<file path="src/rtl/exc_pkg.sv">
package exc_pkg;

    localparam int NSRC   = 6;
    localparam int SRC_W  = 3;
    localparam int NSLOT  = 5;
    localparam int SLOT_W = 3;

    localparam logic [SRC_W-1:0] SRC_DABT = 3'd0;
    localparam logic [SRC_W-1:0] SRC_FIQ  = 3'd1;
    localparam logic [SRC_W-1:0] SRC_IRQ  = 3'd2;
    localparam logic [SRC_W-1:0] SRC_PABT = 3'd3;
    localparam logic [SRC_W-1:0] SRC_UND  = 3'd4;
    localparam logic [SRC_W-1:0] SRC_SWI  = 3'd5;
    localparam logic [SRC_W-1:0] SRC_RST  = 3'd6;

    localparam int BIT_I = 7;
    localparam int BIT_F = 6;
    localparam int BIT_T = 5;

    localparam logic [4:0] M_USR = 5'b10000;
    localparam logic [4:0] M_FIQ = 5'b10001;
    localparam logic [4:0] M_IRQ = 5'b10010;
    localparam logic [4:0] M_SVC = 5'b10011;
    localparam logic [4:0] M_ABT = 5'b10111;
    localparam logic [4:0] M_UND = 5'b11011;
    localparam logic [4:0] M_SYS = 5'b11111;

    localparam logic [31:0] CPSR_RST = 32'h0000_00D3;

    function automatic logic [4:0] src_mode(input logic [SRC_W-1:0] s);
        case (s)
            SRC_DABT: return M_ABT;
            SRC_FIQ:  return M_FIQ;
            SRC_IRQ:  return M_IRQ;
            SRC_PABT: return M_ABT;
            SRC_UND:  return M_UND;
            default:  return M_SVC;
        endcase
    endfunction

    function automatic logic [7:0] src_vec(input logic [SRC_W-1:0] s);
        case (s)
            SRC_DABT: return 8'h10;
            SRC_FIQ:  return 8'h1C;
            SRC_IRQ:  return 8'h18;
            SRC_PABT: return 8'h0C;
            SRC_UND:  return 8'h04;
            SRC_SWI:  return 8'h08;
            default:  return 8'h00;
        endcase
    endfunction

    // {valid, slot index}
    function automatic logic [SLOT_W:0] mode_slot(input logic [4:0] m);
        case (m)
            M_FIQ:   return {1'b1, 3'd0};
            M_IRQ:   return {1'b1, 3'd1};
            M_SVC:   return {1'b1, 3'd2};
            M_ABT:   return {1'b1, 3'd3};
            M_UND:   return {1'b1, 3'd4};
            default: return {1'b0, 3'd0};
        endcase
    endfunction

endpackage

</file>
<file path="src/rtl/exc_arbiter.sv">
module exc_arbiter #(
    parameter int NSRC = 6,
    localparam int SEL_W = (NSRC > 1) ? $clog2(NSRC) : 1
) (
    input  logic [NSRC-1:0]  req,
    input  logic [NSRC-1:0]  mask,
    output logic             hit,
    output logic [SEL_W-1:0] sel
);
    // Index 0 is the highest priority; scan from the lowest so the last hit wins.
    always_comb begin
        hit = 1'b0;
        sel = '0;
        for (int i = NSRC - 1; i >= 0; i--) begin
            if (req[i] && !mask[i]) begin
                hit = 1'b1;
                sel = SEL_W'(i);
            end
        end
    end
endmodule

</file>
<file path="src/rtl/spsr_bank.sv">
module spsr_bank #(
    parameter int NSLOT = 5,
    parameter int W     = 32,
    localparam int SEL_W = (NSLOT > 1) ? $clog2(NSLOT) : 1
) (
    input  logic             clk,
    input  logic             rst_n,
    input  logic             we,
    input  logic [SEL_W-1:0] wsel,
    input  logic [W-1:0]     wdata,
    input  logic [SEL_W-1:0] rsel,
    output logic [W-1:0]     rdata
);
    logic [W-1:0] slot_q [NSLOT];

    for (genvar s = 0; s < NSLOT; s++) begin : g_slot
        always_ff @(posedge clk or negedge rst_n) begin
            if (!rst_n) begin
                slot_q[s] <= '0;
            end else if (we && (wsel == SEL_W'(s))) begin
                slot_q[s] <= wdata;
            end
        end
    end

    always_comb begin
        rdata = '0;
        for (int s = 0; s < NSLOT; s++) begin
            if (rsel == SEL_W'(s)) rdata = slot_q[s];
        end
    end
endmodule

</file>
<file path="src/rtl/exc_entry_ctrl.sv">
module exc_entry_ctrl
    import exc_pkg::*;
#(
    parameter int PC_W = 32
) (
    input  logic            clk,
    input  logic            rst_n,
    input  logic            req_rst,
    input  logic            req_dabt,
    input  logic            req_fiq,
    input  logic            req_irq,
    input  logic            req_pabt,
    input  logic            req_und,
    input  logic            req_swi,
    input  logic [PC_W-1:0] cur_pc,
    input  logic [PC_W-1:0] next_addr,
    input  logic [PC_W-1:0] link_val,
    input  logic            ret_req,
    input  logic            cpsr_wr,
    input  logic [31:0]     cpsr_wdata,
    output logic            entry_o,
    output logic [2:0]      cause_o,
    output logic            lr_we_o,
    output logic [4:0]      lr_mode_o,
    output logic [PC_W-1:0] lr_data_o,
    output logic            pc_load_o,
    output logic [PC_W-1:0] vec_pc_o,
    output logic [31:0]     cpsr_o
);
    localparam logic [PC_W-1:0] WORD = PC_W'(4);

    typedef struct packed {
        logic [31:0]      cpsr;
        logic [PC_W-1:0]  vec;
        logic [PC_W-1:0]  lr_data;
        logic [4:0]       lr_mode;
        logic [SRC_W-1:0] cause;
        logic             entry;
        logic             lr_we;
        logic             pc_load;
        logic             hold;
        logic             abt_data;
    } st_t;

    st_t st_q, st_d;

    logic [NSRC-1:0]   src_req, src_mask;
    logic              arb_hit;
    logic [SRC_W-1:0]  arb_sel;
    logic              spsr_we;
    logic [SLOT_W-1:0] spsr_wsel, spsr_rsel;
    logic [31:0]       spsr_rdata;
    logic [SLOT_W:0]   cur_slot, tgt_slot;

    logic              do_ent, tgt_f;
    logic [4:0]        tgt_mode;
    logic [PC_W-1:0]   tgt_vec, tgt_lr, ret_ofs;
    logic [SRC_W-1:0]  tgt_cause;

    assign src_req = {req_swi, req_und, req_pabt, req_irq, req_fiq, req_dabt};

    always_comb begin
        src_mask = '0;
        src_mask[SRC_FIQ] = st_q.cpsr[BIT_F];
        src_mask[SRC_IRQ] = st_q.cpsr[BIT_I];
    end

    exc_arbiter #(.NSRC(NSRC)) u_arb (
        .req  (src_req),
        .mask (src_mask),
        .hit  (arb_hit),
        .sel  (arb_sel)
    );

    spsr_bank #(.NSLOT(NSLOT), .W(32)) u_spsr (
        .clk   (clk),
        .rst_n (rst_n),
        .we    (spsr_we),
        .wsel  (spsr_wsel),
        .wdata (st_q.cpsr),
        .rsel  (spsr_rsel),
        .rdata (spsr_rdata)
    );

    assign cur_slot  = mode_slot(st_q.cpsr[4:0]);
    assign spsr_rsel = cur_slot[SLOT_W-1:0];

    always_comb begin
        case (st_q.cpsr[4:0])
            M_FIQ, M_IRQ: ret_ofs = PC_W'(4);
            M_ABT:        ret_ofs = st_q.abt_data ? PC_W'(8) : PC_W'(4);
            default:      ret_ofs = '0;
        endcase
    end

    always_comb begin
        st_d         = st_q;
        st_d.entry   = 1'b0;
        st_d.lr_we   = 1'b0;
        st_d.pc_load = 1'b0;
        do_ent       = 1'b0;
        tgt_f        = 1'b0;
        tgt_mode     = M_SVC;
        tgt_vec      = '0;
        tgt_lr       = next_addr;
        tgt_cause    = SRC_RST;

        if (req_rst) begin
            st_d.hold    = 1'b1;
            st_d.pc_load = 1'b1;
            st_d.vec     = (st_q.hold ? st_q.vec : cur_pc) + WORD;
        end else if (st_q.hold) begin
            st_d.hold = 1'b0;
            do_ent    = 1'b1;
            tgt_f     = 1'b1;
            tgt_lr    = cur_pc;
        end else if (arb_hit) begin
            do_ent    = 1'b1;
            tgt_f     = (arb_sel == SRC_FIQ);
            tgt_mode  = src_mode(arb_sel);
            tgt_vec   = PC_W'(src_vec(arb_sel));
            tgt_cause = arb_sel;
        end else if (ret_req && cur_slot[SLOT_W]) begin
            st_d.cpsr    = spsr_rdata;
            st_d.pc_load = 1'b1;
            st_d.vec     = link_val - ret_ofs;
        end else if (cpsr_wr) begin
            st_d.cpsr = cpsr_wdata;
        end

        tgt_slot  = mode_slot(tgt_mode);
        spsr_we   = do_ent;
        spsr_wsel = tgt_slot[SLOT_W-1:0];

        if (do_ent) begin
            st_d.entry        = 1'b1;
            st_d.lr_we        = 1'b1;
            st_d.pc_load      = 1'b1;
            st_d.vec          = tgt_vec;
            st_d.lr_data      = tgt_lr;
            st_d.lr_mode      = tgt_mode;
            st_d.cause        = tgt_cause;
            st_d.cpsr[BIT_I]  = 1'b1;
            st_d.cpsr[BIT_F]  = st_q.cpsr[BIT_F] | tgt_f;
            st_d.cpsr[BIT_T]  = 1'b0;
            st_d.cpsr[4:0]    = tgt_mode;
            if (tgt_mode == M_ABT) st_d.abt_data = (tgt_cause == SRC_DABT);
        end
    end

    always_ff @(posedge clk or negedge rst_n) begin
        if (!rst_n) begin
            st_q      <= '0;
            st_q.cpsr <= CPSR_RST;
        end else begin
            st_q <= st_d;
        end
    end

    assign entry_o   = st_q.entry;
    assign cause_o   = st_q.cause;
    assign lr_we_o   = st_q.lr_we;
    assign lr_mode_o = st_q.lr_mode;
    assign lr_data_o = st_q.lr_data;
    assign pc_load_o = st_q.pc_load;
    assign vec_pc_o  = st_q.vec;
    assign cpsr_o    = st_q.cpsr;

    p_entry_strobes_r3: assert property (@(posedge clk) disable iff (!rst_n)
        entry_o |-> (pc_load_o && lr_we_o && lr_mode_o == cpsr_o[4:0]));

    p_entry_mask_t_r5: assert property (@(posedge clk) disable iff (!rst_n)
        entry_o |-> (cpsr_o[BIT_I] && !cpsr_o[BIT_T]));

    p_entry_upper_kept_r5: assert property (@(posedge clk) disable iff (!rst_n)
        entry_o |-> (cpsr_o[31:8] == $past(cpsr_o[31:8])));

    p_fiq_sets_f_r5: assert property (@(posedge clk) disable iff (!rst_n)
        (entry_o && cpsr_o[4:0] == M_FIQ) |-> cpsr_o[BIT_F]);

    p_irq_masked_r6: assert property (@(posedge clk) disable iff (!rst_n)
        (cpsr_o[BIT_I] && req_irq && !req_dabt && !req_fiq && !req_pabt
         && !req_und && !req_swi && !req_rst && !st_q.hold) |=> !entry_o);

    p_hold_fetch_r8: assert property (@(posedge clk) disable iff (!rst_n)
        req_rst |=> (pc_load_o && !entry_o));

    p_release_entry_r9: assert property (@(posedge clk) disable iff (!rst_n)
        (st_q.hold && !req_rst) |=> (entry_o && vec_pc_o == '0 && cpsr_o[7:0] == 8'hD3));

endmodule

</file>
<file path="config.mk">
export PLATFORM = sky130hd
export DESIGN_NAME = exc_entry_ctrl
export DESIGN_NICKNAME = d
export VERILOG_FILES = /design/src/rtl/exc_pkg.sv /design/src/rtl/exc_arbiter.sv /design/src/rtl/spsr_bank.sv /design/src/rtl/exc_entry_ctrl.sv
export SDC_FILE = /design/constraint.sdc
export NUM_CORES = 1
export LEC_CHECK = 0
export CAP_MARGIN = 30
export CORE_ASPECT_RATIO = 0.75
export CORE_MARGIN = 3
export CORE_UTILIZATION = 50
export DETAILED_ROUTE_END_ITERATION = 12
export PLACE_DENSITY = 0.76
export SYNTH_ARGS = -nofsm -noshare
export SYNTH_HDL_FRONTEND = slang
export SYNTH_SLANG_ARGS = --single-unit
</file>
<file path="constraint.sdc">
create_clock -name clk -period 4.4 [get_ports clk]
set_input_delay 0.88 -clock clk [delete_from_list [all_inputs] [get_ports clk]]
set_output_delay 0.88 -clock clk [all_outputs]
set_load 0.01 [all_outputs]
</file>
### Word level (Yosys, flattened, before mapping)

Index checks and enable logic that the tools add are counted.

* register bits after elaboration: 269
* latch bits: 0
* memory bits (writable): 0
* bits in read-only memories: 0
* bits of input ports: 139
* memories kept: 0

* add/subtract/negate cells: 2
* multiply operators: 0
* div/mod/pow operators: 0
* magnitude comparators: 0
* eq/ne operators: 28
* shift operators: 0
* mux-type cells: 53
* bitwise logic cells: 4
* reduce and logical (&&, ||, !) cells: 23

Operators with widths (count)
* $mux 32: 12
* $mux 83: 1
* $mux 40: 2
* $eq 5x5->1 const B: 10
* $add 32x3->32 const B: 1
* $sub 32x32->32: 1
* $pmux 5 s6: 1
* $mux 3: 9
* $pmux 4 s5: 1
* $eq 3x2->1 const B: 6
* $mux 4: 4
* $pmux 4 s4: 1
* $mux 1: 15
* $mux 5: 3
* $pmux 3 s5: 1
* $eq 3x3->1 const B: 4
* $logic_not 3->1: 4
* $eq 3x1->1 const B: 3
* $logic_and 1x1->1: 8
* $mux 8: 1
* $pmux 4 s2: 1
* $reduce_and 4->1: 2
* $ne 2x1->1 const B: 3
* $ne 3x2->1 const B: 2
* other kinds (9): 14

### Longest topological paths before layout

Gate-level depths: netlist (run 1).

* depth after elaboration: 16
* depth in mapped cells: 15

### Hierarchy

From an unflattened synthesis (run 1), not the netlist that was laid out.

* cells, all modules: 1384
* area, all modules: 14830.5 µm²

Modules (own cells, without submodules)
* exc_entry_ctrl: times used 1, cells an instance 838, area an instance 7495.9 µm², sequential area each 2708.8 µm²
* spsr_bank: times used 1, cells an instance 529, area an instance 7236.9 µm², sequential area each 4003.8 µm²
* exc_arbiter: times used 1, cells an instance 17, area an instance 97.6 µm², sequential area each 0.0 µm²

### Least setup slack after synthesis (run 1)

No wires, ideal clock.

* path type: reg2reg
* start: register st_q, in the netlist cpsr_o[0]
* end: register st_q, in the netlist vec_pc_o[12]
* library setup time: 0.133 ns
* data arrival time: 3.095 ns
* data required time: 4.267 ns
* slack: 1.172 ns
* stages on the path, launching flop included: 16
* clock period less this slack: 3.228 ns
* cells stage by stage: dfstp_2 > and3_1 > clkbuf_1 > and2_1 > clkbuf_1 > clkbuf_1 > nand2_1 > inv_1 > fa_1 > nand2b_1 > or3_1 > clkbuf_1 > or4_1 > xnor2_1 > a2bb2oi_1 > o211ai_1

* word-level cells in the longest chain between the ends: 9

RTL lines
* start, declared: RTL line exc_entry_ctrl.sv:45 `st_t st_q, st_d;`
* start signal, assigned: RTL line exc_entry_ctrl.sv:156 `st_q <= st_d;`
* $eq 5x5->1: RTL line exc_pkg.sv:55, exc_entry_ctrl.sv:89
* $reduce_or 2->1: RTL line exc_entry_ctrl.sv:89 `case (st_q.cpsr[4:0])`
* $pmux 4 s2: RTL line exc_entry_ctrl.sv:89
* $sub 32x32->32: RTL line exc_entry_ctrl.sv:126 `st_d.vec = link_val - ret_ofs;`
* $mux 32: RTL line exc_entry_ctrl.sv:123 `end else if (ret_req && cur_slot[SLOT_W]) begin`
* $mux 40: RTL line exc_entry_ctrl.sv:117 `end else if (arb_hit) begin`
* $mux 40: RTL line exc_entry_ctrl.sv:112 `end else if (st_q.hold) begin`
* $mux 32: RTL line exc_entry_ctrl.sv:108 `if (req_rst) begin`
* $mux 83: RTL line exc_entry_ctrl.sv:135 `if (do_ent) begin`

Several ways; a longest one is shown, not always the timed one. The select of a mux whose other input is x is not followed.
A chain may end at the register's enable or synchronous reset.

### Worst setup path in the final report (run 1)

* start: register st_q, in the netlist cpsr_o[1]
* end: register st_q, in the netlist vec_pc_o[24]

Same word-level chain as after synthesis.

==> impl_metrics.csv, run 1 <==
group,metric,value,unit
status,outcome,"complete, no violations",
final_layout,fin_area,17600,um^2
synth,ys.flop_type,"dfrtp_1",
floorplanning,rows,53,
synth,syn_nets,1570,
timing,max_freq,0.290,GHz
synth,yosys_warnings,0,
min_path,hold_class,"in2async",
timing,finalSetupViolCount,0,
synth,synth_cells,1427,
placed_design,io_buffers,245,
route,wl,40700,um
synth,ys_types,74,
clocking,cts_root_buffer,"clkbuf_16",
worst_setup_path,reg2reg_from,"cpsr_o[1]",
synth,syn_avg_cell_area,10.2,um^2
route,avgRoutedWirePerCell,20.9,um
placed_design,place_area,16600,um^2
synth,yosysTopAreaCellShare,45.2,%
synth,synth_compound_area_share,12.6,%
route,drt_iter0_markers,966,
timing,worstMarginPinSlew,968,ps
global_routing,antenna_found_initial,2,
timing,maxSlewHeadroom,35.0,%
worst_setup_path,cp_max_fo,16,
synth,synth_edf_count,0,
clocking,clock_sinks,268,
flow_run,cap_violations,0,
final_layout,nets,1680,
power_and_ir_drop,peakVddDrop,0.296,mV
route,post-route-drc-count,0,
clocking,holdBufCountCts,0,
worst_setup_path,arrival,3850,ps
final_layout,final_common_cell,"dfrtp_1",
timing,period_needed,3440,ps
final_layout,drive_above_1_share,16.5,%
synth,synth_top_family_by_area,"multiplexers",
route,avgViaCountPerCell,5.81,
timing,maxSlewViolCount,0,
global_routing,grt_pass1_wl,65000,um
final_layout,area_delta_synth_final,20.8,%
clocking,cts_tree,"done",
synth,synth_area_leaders,"dfrtp_1, mux2_2, buf_4, nor2_1, mux2i_1",
floorplanning,die_w,203,um
placed_design,gp_congestion,0.902,
worst_setup_path,critPathLaunchType,"flop",
floorplanning,die_area,31200,um^2
power_and_ir_drop,power.density,392,nW/um^2
synth,synth_area,14600,um^2
synth,synth_mux_area_share,16.1,%
floorplanning,die_h,154,um
global_routing,grt.total_usage,25.8,%
clocking,cts_resized,0,
synth,synth-xor-area-share,3.19,%
worst_setup_path,worstPathRequired,4810,ps
clocking,post-cts-setup-buffers,0,
worst_setup_path,end_kind,"flop",
timing,finalCritPeriodShare,78.3,%
timing,hold_ws,393,ps
floorplanning,pin_count,246,
synth,yosys.area_share.adder,0.464,%
timing,skew,18.3,ps
floorplanning,start_util,51.4,%
clocking,cts.htree.levels,1,
final_layout,fin_util,62.1,%
route,first_pass_iters,5,
timing,rsz0062_at_grt,"no",
power_and_ir_drop,p_leak,7.59,nW
timing,tns,0,ps
clocking,clk_pin_slew,60,ps
global_routing,first_global_vias,11500,
synth,async_flop_share,100,%
clocking,cts_buffers,28,
synth,synthSimpleGateAreaFrac,13.1,%
worst_setup_path,crit_type,"reg2reg",
floorplanning,coreArea,28300,um^2
synth,seq_area_frac_synth,46.1,%
route,ant_nets,0,
global_routing,grt_max_degree,112,
clocking,clk_latency,550,ps
timing,hold_viol,0,
route,vias,11300,
clocking,clk_path_buf_depth,3,
synth,ys_ff_latch,268,
synth,synth_top_area_cell,"dfrtp_1",
placed_design,hpwl,27400,um
final_layout,final_cell_mix,"dfrtp_1, clkdlybuf4s50_1, mux2_2, nor2_1, nand2_1",
global_routing,overflow,0,
worst_setup_path,startpoint,"cpsr_o[1]",
-- stage by stage --
stage | worst slack (ps) | total power, mW | std cells
detailed placement | 847 | 4.46 | 1892
global route | 786 | 7.20 | 1944
finish | 956 | 6.89 | 1944
floorplan | 1170 | 3.91 | 1427
global placement | 901 | 4.40 | 1890
CTS | 1010 | 6.93 | 1943
-- worst max-delay path: stages, from the launching register on --
cell and delay, ps:
dfstp_2 710, nand3b_1 110, o21ai_0 100, a21oi_1 100
nor3b_1 290, ha_1 250, fa_1 260, nand2b_1 100
or3_1 490, nor4b_1 370, xor2_1 150, a221oi_1 320
a21oi_1 70
-- synthesized netlist by cell type (7+ instances only) --
library cell and number:
mux2i_1 53, and2_1 10, nand3b_1 9, a221oi_1 28
o21ai_0 87, nand3_1 32, clkbuf_1 64, nand2_1 103
o211ai_1 8, nor4_1 9, buf_4 106, a21oi_1 47
nor2b_1 9, buf_1 8, nor3_1 14, nand4_1 10
nand2b_1 7, a22oi_1 22, xor2_1 24, a22o_1 23
mux2_2 161, dfrtp_1 263, buf_2 14, xnor2_1 29
and3_1 8, nor2_1 158, inv_1 14, a221o_1 7
-- path summary, 6_finish.rpt --
| check | endpoint | slack [ps] | cells past startpoint |
|---|---|---|---|
| min in group clk | lr_mode_o[3] | 480 | 2 |
| max in group asynchronous | cpsr_o[6] | 2950 | 2 |
| worst min register to register | lr_mode_o[3] | 480 | 2 |
| worst max register to register | vec_pc_o[24] | 960 | 12 |
| worst max-delay path | vec_pc_o[24] | 960 | 12 |
| worst min-delay path | u_spsr.slot_q[43] | 390 | 1 |
-- kinds of logic after synthesis --
| group | after synthesis |
|---|---|
| fa+ha+maj | 5 |
| flops | 268 |
| xor+xnor | 53 |
| mux | 214 |
| simple gates | 402 |
| buf+inv | 209 |
| compound gates | 276 |
-- registers in the layout (all words and copies together), names as in the netlist --
name / count
entry_o: 1
lr_mode_o: 5
pc_load_o: 1
cause_o: 3
lr_data_o: 32
vec_pc_o: 32
cpsr_o: 32
st_q: 2
u_spsr.slot_q: 160
-- metal layers --
layer	track usage (%)	wire (um)	part of all wire, %
met5	0	0	0
met4	6.96	1000	2.5
met3	4.80	3010	7.4
met2	39.7	18100	45
met1	37.6	18500	46
-- layout make-up --
class	count	area [um^2]
Fill cell	2282	10700
Clock inverter	8	140
Inverter	14	52.6
Timing Repair Buffer	275	2710
Antenna cell	1	2.50
Clock buffer	43	808
Tap cell	385	482
Sequential cell	268	6710
Multi-Input combinational cell	950	6680
-- where the power goes --
part / internal [mW] / switching, mW / total [mW]
sequential: 2.80 / 0.277 / 3.08
combinational: 0.707 / 0.643 / 1.35
clock: 1.49 / 0.967 / 2.46
(Power assumes the default switching activity.)
==> run 2: changes to the inputs <==
==> constraint.sdc (replaced) <==
create_clock -name clk -period 3.4 [get_ports clk]
set_input_delay 0.68 -clock clk [delete_from_list [all_inputs] [get_ports clk]]
set_output_delay 0.68 -clock clk [all_outputs]
set_load 0.01 [all_outputs]
==> impl_metrics.csv, run 2 (synthesis results as in run 1) <==
group,metric,value,unit
placed_design,hpwl,28600,um
timing,tns,0,ps
route,ant_nets,0,
status,outcome,"complete, no violations",
floorplanning,die_w,203,um
final_layout,num_antenna_cells,0,
worst_setup_path,crit_type,"reg2reg",
global_routing,grt_pass1_wl,65700,um
route,post-route-drc-count,0,
final_layout,final_cell_mix,"dfrtp_1, clkdlybuf4s50_1, mux2_2, nor2_1, nand2_1",
timing,maxSlewHeadroom,40.5,%
clocking,clk_path_buf_depth,3,
placed_design,gp_congestion,0.998,
worst_setup_path,arrival,3580,ps
floorplanning,pin_count,246,
route,first_pass_iters,6,
global_routing,grt.total_usage,26.2,%
timing,finalSetupViolCount,0,
final_layout,largest-register,"u_spsr.slot_q",
final_layout,nFillCells,2311,
global_routing,overflow,0,
floorplanning,start_util,51.4,%
global_routing,grt_max_degree,80,
floorplanning,rows,53,
power_and_ir_drop,p_leak,7.68,nW
final_layout,nets,1699,
route,vias,11500,
timing,period_needed,3160,ps
worst_setup_path,cp_max_fo,9,
clocking,cts.htree.levels,1,
floorplanning,coreArea,28300,um^2
worst_setup_path,cp_slowest_stage_delay,580,ps
route,avgRoutedWirePerCell,21.2,um
worst_setup_path,crit_path_top_delay_cell,"dfstp_2",
power_and_ir_drop,peakVddDrop,0.311,mV
clocking,cts_tree,"done",
final_layout,final_common_cell,"dfrtp_1",
timing,hold_viol,0,
final_layout,drive_above_1_share,17.7,%
final_layout,fin_util,62.5,%
worst_setup_path,cp_cell_sequence,"nand3b_1, o21ai_0, a21oi_1, nor3b_2, ha_1, fa_1, nand2b_1, or3_4, or4_1, xnor2_1, a2bb2oi_1, o211ai_1",
final_layout,largest_reg_flops,160,
worst_setup_path,critPathLaunchType,"flop",
timing,rsz0062_at_grt,"no",
timing,maxSlewViolCount,0,
global_routing,antenna_found_initial,0,
final_layout,area_delta_synth_final,21.7,%
worst_setup_path,worstPathRequired,3810,ps
floorplanning,die_h,154,um
clocking,cts_buffers,27,
route,wl,41400,um
clocking,clk_pin_slew,60,ps
timing,max_freq,0.316,GHz
route,avgViaCountPerCell,5.86,
clocking,clock_sinks,268,
timing,worstMarginPinSlew,890,ps
timing,finalCritPeriodShare,93.0,%
clocking,clk_latency,540,ps
clocking,post-cts-setup-buffers,0,
global_routing,first_global_vias,11400,
worst_setup_path,end_kind,"flop",
placed_design,io_buffers,245,
flow_run,cap_violations,0,
route,drt_iter0_markers,1010,
min_path,hold_class,"in2async",
floorplanning,die_area,31200,um^2
timing,skew,22.4,ps
power_and_ir_drop,power.density,491,nW/um^2
clocking,cts_root_buffer,"clkbuf_16",
run 2: changes by cell type in the layout (fill, tap and decap cells not counted), moves of 2 or more:
cell / delta
clkinv_2: +2
clkbuf_16: -2
buf_12: +6
buf_4: +16
bufinv_16: -2
clkbuf_1: -4
run 2: where the power goes:
| group | internal, mW | total [mW] | switching [mW] | leakage [nW] |
|---|---|---|---|---|
| combinational | 0.935 | 1.79 | 0.859 | 3.79 |
| clock | 1.67 | 2.92 | 1.25 | 0.419 |
| sequential | 3.62 | 3.97 | 0.349 | 3.47 |
| total | 6.23 | 8.69 | 2.45 | 7.68 |
run 2: final timing paths:
path / startpoint / to / slack [ps] / cells past startpoint
worst min-delay path: rst_n / u_spsr.slot_q[10] / 140 / 1
worst max register to register: cpsr_o[1] / vec_pc_o[12] / 240 / 12
max in group asynchronous: rst_n / u_spsr.slot_q[155] / 2410 / 2
min in group clk: lr_mode_o[4] / lr_mode_o[4] / 460 / 1
worst min register to register: lr_mode_o[4] / lr_mode_o[4] / 460 / 1
worst max-delay path: cpsr_o[1] / vec_pc_o[12] / 240 / 12
run 2: per-layer routing:
| metal | global-route usage, % | vias up | share of wire, % | wire length, um |
|---|---|---|---|---|
| met5 | 0 | - | 0 | 0 |
| met4 | 5.14 | 0 | 1.8 | 733 |
| met3 | 4.91 | 62 | 7.6 | 3140 |
| met2 | 40.1 | 450 | 45 | 18600 |
| met1 | 39.2 | 5721 | 46 | 18900 |
| li1 | - | 5237 | - | - |
run 2: final cells by class:
cell class	instances	area [um^2]	share of cell area (%)
clock buffer	37	743	4.20
clock inverter	10	106	0.601
inverter	14	52.6	0.297
multi-input combinational	950	6690	37.8
sequential	268	6710	37.9
tap	385	482	2.72
timing repair buffer	295	2920	16.5
run 2: repair_timing:
item,CTS,global route
endpoints found under the setup margin,0,6
gates resized for setup,0,2
hold buffers,0,0
run 2: worst max-delay path: cells and delay by family (launching register included):
family,cells,cell delay [ps]
simple gates,5,1330
flops,1,580
fa+ha+maj,2,500
compound gates,4,470
xor+xnor,1,150
run 2: per-stage QoR:
step / hold slack [ps] / power, mW / cell area, um^2 / setup WS, ps / std cells
floorplan: 384 / 5.05 / 14600 / 172 / 1427
global placement: 453 / 5.74 / 16800 / 274 / 1912
detailed placement: 451 / 5.80 / 16800 / 25.6 / 1912
CTS: 162 / 8.73 / 17700 / 13.7 / 1959
global route: 174 / 9.07 / 17700 / 60.7 / 1959
finish: 137 / 8.69 / 17700 / 237 / 1959
